### config.mk
export PLATFORM = sky130hd
export DESIGN_NAME = pkt_stream_src
export DESIGN_NICKNAME = d
export VERILOG_FILES = /design/src/rtl/pkt_src_pkg.sv /design/src/rtl/pkt_byte_buf.sv /design/src/rtl/pkt_gap_ctrl.sv /design/src/rtl/pkt_stream_src.sv
export SDC_FILE = /design/constraint.sdc
export NUM_CORES = 2
export LEC_CHECK = 0
export BUFFER_PORTS_ARGS = -buffer_cell sky130_fd_sc_hd__buf_2
export CAP_MARGIN = 20
export CORE_MARGIN = 2
export CORE_UTILIZATION = 68
export CTS_BUF_LIST = sky130_fd_sc_hd__clkbuf_8 sky130_fd_sc_hd__clkbuf_16
export DETAILED_ROUTE_END_ITERATION = 7
export PLACE_DENSITY = 0.86
export RECOVER_POWER = 100
export SKIP_LAST_GASP = 1
export SLEW_MARGIN = 5
export SYNTH_ARGS = -nofsm -noshare
export SYNTH_HDL_FRONTEND = slang
export SYNTH_SLANG_ARGS = --single-unit
### constraint.sdc
create_clock -name clk -period 9.9 [get_ports clk]
set_clock_uncertainty 0.1 [all_clocks]
set_input_delay 1.485 -clock clk [delete_from_list [all_inputs] [get_ports clk]]
set_output_delay 1.485 -clock clk [all_outputs]
set_load 0.01 [all_outputs]
### src/rtl/pkt_src_pkg.sv
package pkt_src_pkg;

    typedef enum logic [1:0] {
        ST_IDLE = 2'd0,
        ST_SEND = 2'd1,
        ST_GAP  = 2'd2
    } src_state_e;

endpackage

### src/rtl/pkt_byte_buf.sv
module pkt_byte_buf #(
    parameter int DATA_BYTES = 4,
    parameter int MAX_LEN    = 64,
    parameter int LW         = 7,
    parameter int EW         = 2
) (
    input  logic                      clk,
    input  logic                      rst_n,
    input  logic                      wr_en,
    input  logic [$clog2(MAX_LEN)-1:0] wr_addr,
    input  logic [7:0]                wr_byte,
    input  logic [LW-1:0]             rd_ptr,
    input  logic [LW-1:0]             rd_len,
    output logic [8*DATA_BYTES-1:0]   rd_word,
    output logic                      rd_last,
    output logic [EW-1:0]             rd_empty
);
    localparam int AW = $clog2(MAX_LEN);

    logic [7:0] mem_q [MAX_LEN];
    logic [7:0] mem_d [MAX_LEN];
    logic [LW-1:0] remain;

    always_comb begin
        mem_d = mem_q;
        if (wr_en) begin
            mem_d[wr_addr] = wr_byte;
        end
    end

    always_ff @(posedge clk) begin
        if (!rst_n) begin
            for (int i = 0; i < MAX_LEN; i++) begin
                mem_q[i] <= 8'h00;
            end
        end else begin
            mem_q <= mem_d;
        end
    end

    // lane 0 (top byte) carries the lowest byte offset
    for (genvar i = 0; i < DATA_BYTES; i++) begin : g_lane
        logic [LW-1:0] idx;
        assign idx = rd_ptr + LW'(i);
        assign rd_word[(DATA_BYTES-1-i)*8 +: 8] =
            ((idx < rd_len) && (idx < LW'(MAX_LEN))) ? mem_q[idx[AW-1:0]] : 8'h00;
    end

    assign remain   = rd_len - rd_ptr;
    assign rd_last  = (remain <= LW'(DATA_BYTES));
    assign rd_empty = rd_last ? EW'(LW'(DATA_BYTES) - remain) : '0;

endmodule

### src/rtl/pkt_gap_ctrl.sv
module pkt_gap_ctrl #(
    parameter int GW = 4
) (
    input  logic          clk,
    input  logic          rst_n,
    input  logic          clr,
    input  logic          beat_acc,
    input  logic          last_beat,
    input  logic [GW-1:0] on_n,
    input  logic [GW-1:0] off_n,
    output logic          gap_start,
    output logic          idle_last
);
    typedef struct packed {
        logic [GW-1:0] run;
        logic [GW-1:0] idle;
    } gap_regs_t;

    gap_regs_t q, d;

    always_comb begin
        d = q;
        gap_start = beat_acc && !last_beat && (on_n != '0) && (off_n != '0)
                    && (q.run == on_n - GW'(1));
        if (clr) begin
            d.run  = '0;
            d.idle = '0;
        end else if (gap_start) begin
            d.run  = '0;
            d.idle = off_n;
        end else if (beat_acc) begin
            d.run  = q.run + GW'(1);
        end else if (q.idle != '0) begin
            d.idle = q.idle - GW'(1);
        end
    end

    always_ff @(posedge clk) begin
        if (!rst_n) begin
            q <= '0;
        end else begin
            q <= d;
        end
    end

    assign idle_last = (q.idle == GW'(1));

endmodule

### src/rtl/pkt_stream_src.sv
module pkt_stream_src #(
    parameter int DATA_BYTES = 4,
    parameter int MAX_LEN    = 64,
    parameter int CH_W       = 4,
    parameter int MAX_CHAN   = 2**CH_W - 1,
    parameter int GW         = 4,
    localparam int AW = $clog2(MAX_LEN),
    localparam int LW = $clog2(MAX_LEN + DATA_BYTES + 1),
    localparam int DW = 8 * DATA_BYTES,
    localparam int EW = (DATA_BYTES > 1) ? $clog2(DATA_BYTES) : 1
) (
    input  logic            clk,
    input  logic            rst_n,
    input  logic            wr_en,
    input  logic [AW-1:0]   wr_addr,
    input  logic [7:0]      wr_byte,
    input  logic            start,
    input  logic [LW-1:0]   pkt_len,
    input  logic [CH_W-1:0] req_chan,
    input  logic [GW-1:0]   on_beats,
    input  logic [GW-1:0]   off_cycles,
    input  logic            st_ready,
    output logic            st_valid,
    output logic [DW-1:0]   st_data,
    output logic            st_sop,
    output logic            st_eop,
    output logic [EW-1:0]   st_empty,
    output logic [CH_W-1:0] st_channel,
    output logic            busy,
    output logic            reject
);
    import pkt_src_pkg::*;

    localparam logic [CH_W-1:0] CHAN_LIM = CH_W'(MAX_CHAN);
    localparam logic [LW-1:0]   STEP     = LW'(DATA_BYTES);

    typedef struct packed {
        src_state_e      state;
        logic [LW-1:0]   ptr;
        logic [LW-1:0]   len;
        logic [CH_W-1:0] chan;
        logic [GW-1:0]   on_n;
        logic [GW-1:0]   off_n;
        logic            valid;
        logic [DW-1:0]   data;
        logic            sop;
        logic            eop;
        logic [EW-1:0]   empty;
        logic [CH_W-1:0] out_chan;
        logic            reject;
    } src_regs_t;

    src_regs_t q, d;

    logic          accept;
    logic          start_ok;
    logic          chan_bad;
    logic          len_bad;
    logic          load_beat;
    logic          blank_beat;
    logic [LW-1:0] rd_ptr;
    logic [LW-1:0] rd_len;
    logic [DW-1:0] rd_word;
    logic          rd_last;
    logic [EW-1:0] rd_empty;
    logic          gap_start;
    logic          idle_last;

    assign accept   = q.valid && st_ready;
    assign chan_bad = (req_chan > CHAN_LIM);
    assign len_bad  = (pkt_len == '0) || (pkt_len > LW'(MAX_LEN));
    assign start_ok = (q.state == ST_IDLE) && start && !chan_bad && !len_bad;
    assign rd_ptr   = (q.state == ST_SEND) ? (q.ptr + STEP) : q.ptr;
    assign rd_len   = (q.state == ST_IDLE) ? pkt_len : q.len;

    pkt_byte_buf #(
        .DATA_BYTES (DATA_BYTES),
        .MAX_LEN    (MAX_LEN),
        .LW         (LW),
        .EW         (EW)
    ) u_buf (
        .clk      (clk),
        .rst_n    (rst_n),
        .wr_en    (wr_en && (q.state == ST_IDLE)),
        .wr_addr  (wr_addr),
        .wr_byte  (wr_byte),
        .rd_ptr   (rd_ptr),
        .rd_len   (rd_len),
        .rd_word  (rd_word),
        .rd_last  (rd_last),
        .rd_empty (rd_empty)
    );

    pkt_gap_ctrl #(
        .GW (GW)
    ) u_gap (
        .clk       (clk),
        .rst_n     (rst_n),
        .clr       (start_ok),
        .beat_acc  (accept),
        .last_beat (q.eop),
        .on_n      (q.on_n),
        .off_n     (q.off_n),
        .gap_start (gap_start),
        .idle_last (idle_last)
    );

    always_comb begin
        d          = q;
        d.reject   = 1'b0;
        load_beat  = 1'b0;
        blank_beat = 1'b0;
        unique case (q.state)
            ST_IDLE: begin
                if (start) begin
                    if (!start_ok) begin
                        d.reject = 1'b1;
                    end else begin
                        d.state   = ST_SEND;
                        d.len     = pkt_len;
                        d.chan    = req_chan;
                        d.on_n    = on_beats;
                        d.off_n   = off_cycles;
                        d.ptr     = '0;
                        load_beat = 1'b1;
                    end
                end
            end
            ST_SEND: begin
                if (accept) begin
                    if (q.eop) begin
                        d.state    = ST_IDLE;
                        d.ptr      = '0;
                        blank_beat = 1'b1;
                    end else begin
                        d.ptr = q.ptr + STEP;
                        if (gap_start) begin
                            d.state    = ST_GAP;
                            blank_beat = 1'b1;
                        end else begin
                            load_beat = 1'b1;
                        end
                    end
                end
            end
            ST_GAP: begin
                if (idle_last) begin
                    d.state   = ST_SEND;
                    load_beat = 1'b1;
                end
            end
            default: begin
                d.state    = ST_IDLE;
                d.ptr      = '0;
                blank_beat = 1'b1;
            end
        endcase

        if (load_beat) begin
            d.valid    = 1'b1;
            d.data     = rd_word;
            d.eop      = rd_last;
            d.empty    = rd_empty;
            d.sop      = (q.state == ST_IDLE);
            d.out_chan = (q.state == ST_IDLE) ? req_chan : q.chan;
        end
        if (blank_beat) begin
            d.valid    = 1'b0;
            d.data     = '0;
            d.eop      = 1'b0;
            d.empty    = '0;
            d.sop      = 1'b0;
            d.out_chan = '0;
        end
    end

    always_ff @(posedge clk) begin
        if (!rst_n) begin
            q <= '{state: ST_IDLE, default: '0};
        end else begin
            q <= d;
        end
    end

    assign st_valid   = q.valid;
    assign st_data    = q.data;
    assign st_sop     = q.sop;
    assign st_eop     = q.eop;
    assign st_empty   = q.empty;
    assign st_channel = q.out_chan;
    assign busy       = (q.state != ST_IDLE);
    assign reject     = q.reject;

endmodule

==> reports/metrics.csv <==
stage;metric;value;unit
floorplanning;start_util;68.9;%
clock_network;post_cts_resized;0;
cells_and_area;drive_above_1_share;10.4;%
sta;hold_viol_final;0;
routing;wl_met2;36700;um
run;max-cap-violations;12;
yosys;synth_top_cell_by_area;dfxtp_1;
floorplanning;dieArea;43100;sq um
grt;grt_max_degree;315;
cells_and_area;fin_util;73.3;%
clock_network;clock_sinks;588;
sta;period_needed;6.94;ns
routing;dr.max_layer_used;met5;
routing;dr.pass1.iters;7;
min_path;hold_path_class;reg2reg;
place;gp_congestion;0.918;
yosys;synth-edff-count;0;
cells_and_area;nets;2978;
critical_path;crit_arrival;7.38;ns
yosys;synth_cell_types;65;
yosys;synth_fp_nets;3113;
clock_network;clock_path_buffers;3;
routing;num_vias;23713;
pwr;total_power;5010;uW
sta;tightest_slew;3.59;ns
yosys;synth_area;28200;sq um
sta;max_slew_margin;-139;%
floorplanning;die_w;208;um
sta;setup_viol;0;
yosys;yosys.area_share.simple;20.6;%
clock_network;cts_hold_buffers;0;
grt;grt_overflow;0;
critical_path;end_kind;flip-flop;
pwr;leakage;0.00956;uW
sta;rsz0062_at_grt;false;
clock_network;clock_latency;0.64;ns
floorplanning;die_h;208;um
status;violations;capacitance limit, slew limit;
critical_path;worstSetupPathType;reg2reg;
floorplanning;pin_count;81;
routing;wl_per_cell;22.6;um
sta;slew_violations;667;
floorplanning;fp-row-count;74;
grt;antenna_found_initial;6;
place;dpl.hpwl;46900;um
yosys;synth_xor_area_share;0.519;%
yosys;synth_top_family_by_area;simple AND/OR/NAND/NOR gates;
routing;detail-route-antenna-nets;0;
yosys;avgSynthCellArea;9.24;sq um
sta;setup_tns;0;ns
clock_network;clk_pin_slew;0.06;ns
pwr;power_density;167;nW/um^2
yosys;yosysTopAreaCellShare;41.8;%
routing;routed-wl-met3;8850;um
yosys;synth_compound_area_share;13.2;%
yosys;synth_area_leaders;dfxtp_1 (42%), a21boi_0 (10%), mux4_2 (9.7%);
routing;vias_per_cell;6.78;
status;status;complete, but fails checks;
yosys;yosysWarningCount;0;
yosys;synth_cells;3053;
critical_path;critPathLaunchType;flip-flop;
grt;grt.total_usage;35.6;%
cells_and_area;final_common_cell;dfxtp_1;
yosys;seq_area_frac_synth;41.8;%
clock_network;htreeDepth;2;
critical_path;path_max_fanout;29;
routing;routed_wl;79100;um
critical_path;required;10.34;ns
routing;drtIter0Drc;3221;
cells_and_area;syn2layout_area_growth;6.39;%
yosys;synthArstFlopShare;0;%
floorplanning;core_area;40900;sq um
yosys;synth.mux.area_fraction;17.6;%
place;port_buffers;80;
cells_and_area;final_cell_mix;dfxtp_1 (588), nand2_1 (542), nand3_1 (420);
clock_network;numCtsBuffers;58;
routing;drc;0;
sta;post-route-period-util;70.1;%
pwr;peakVddDrop;0.000141;V
yosys;ys_ff_latch;588;
clock_network;cts_setup_buffers;0;
yosys;synth-adder-area-share;1.01;%
grt;first_global_vias;22956;
cells_and_area;fillers;2726;
clock_network;cts_tree;yes;
yosys;synth_ff_type;dfxtp_1;
grt;grt_pass1_wl;125000;um
clock_network;clockRootBuffer;clkbuf_16;
sta;max_freq;0.144;GHz
routing;wl_met1;30200;um
==> routing by layer <==
| metal | vias up | GRT usage (%) |
|---|---|---|
| met5 | - | 0 |
| met4 | 4 | 17.4 |
| met3 | 266 | 7.46 |
| met2 | 1528 | 56.1 |
| met1 | 11581 | 46.9 |
| li1 | 10334 | - |
==> area by class of cell <==
type                            instances  area [sq um]  area share, %
Clock inverter                         29           230          0.768
Tap cell                              532           666           2.22
Clock buffer                           75          1690           5.62
Multi-Input combinational cell       2123         14900           49.7
Inverter                               31           126          0.421
Antenna cell                            3          7.51         0.0250
Timing Repair Buffer                  116           597           1.99
Sequential cell                       588         11800           39.2
==> per-stage QoR <==
step           hold slack [ns]  cells  setup WS [ns]  instance area, sq um
2_1_floorplan            0.326   3053           6.44                 28200
3_3_place_gp             0.339   3389           5.23                 28300
3_5_place_dp             0.354   3389           5.06                 28300
6_report                 0.367   3497           2.96                 30000
4_1_cts                  0.367   3493           5.05                 30200
5_1_grt                  0.378   3494           2.59                 30000
==> cells in the mapped netlist, drive strengths merged (17+ instances only) <==
library cell and number:
dfxtp 588, nand2 542, nand3 420, a21boi 387, clkbuf 218, mux2i 216
nor2b 152, mux4 122, buf 93, nor2 64, a21oi 37, inv 31
ha 22, o21ai 17
==> report_power, final <==
part	total (uW)	leakage [uW]	switching (uW)	internal, uW
Clock	2220	0.000994	948	1270
Combinational	388	0.00383	253	135
Sequential	2400	0.00474	18.0	2390
==> path summary, 6_finish.rpt <==
| check | end | startpoint | slack (ns) | cells past startpoint |
|---|---|---|---|---|
| worst min-delay path | u_buf.mem_q[468]$_SDFFE_PN0P_ | u_buf.mem_q[468]$_SDFFE_PN0P_ | 0.37 | 2 |
| worst min register to register | u_buf.mem_q[468]$_SDFFE_PN0P_ | u_buf.mem_q[468]$_SDFFE_PN0P_ | 0.37 | 2 |
| worst max register to register | st_data[29]$_SDFFE_PP0P_ | q[69]$_SDFFE_PN0P_ | 2.96 | 11 |
| worst max-delay path | st_data[29]$_SDFFE_PP0P_ | q[69]$_SDFFE_PN0P_ | 2.96 | 11 |
==> worst max-delay path, stage by stage, from the launching register on <==
cell,delay [ns]
dfxtp_1,0.65
nand2b_1,0.45
mux2i_1,1.69
clkbuf_1,1.63
ha_1,0.38
o21ai_0,0.13
nand2_1,0.12
maj3_1,0.18
a31oi_1,0.10
nor4b_1,1.04
a32oi_1,0.21
nor2_1,0.15
==> flip-flops by register name, summed over array words and instances (netlist names) <==
signal,count
q,26
st_data,32
u_gap.q,8
st_eop,1
u_buf.mem_q,512
st_empty,2
st_channel,4
st_valid,1
reject,1
st_sop,1
==> kinds of logic after synthesis <==
| kind of cell | after synthesis |
|---|---|
| muxes | 342 |
| and+or+nand+nor | 1238 |
| AOI/OAI and AO/OA | 505 |
| buffers and inverters | 342 |
| adders and majority gates | 23 |
| DFF | 588 |
| xor gates and xnor gates | 13 |
| other | 2 |
Note: power is estimated with default switching activity, not from simulation.
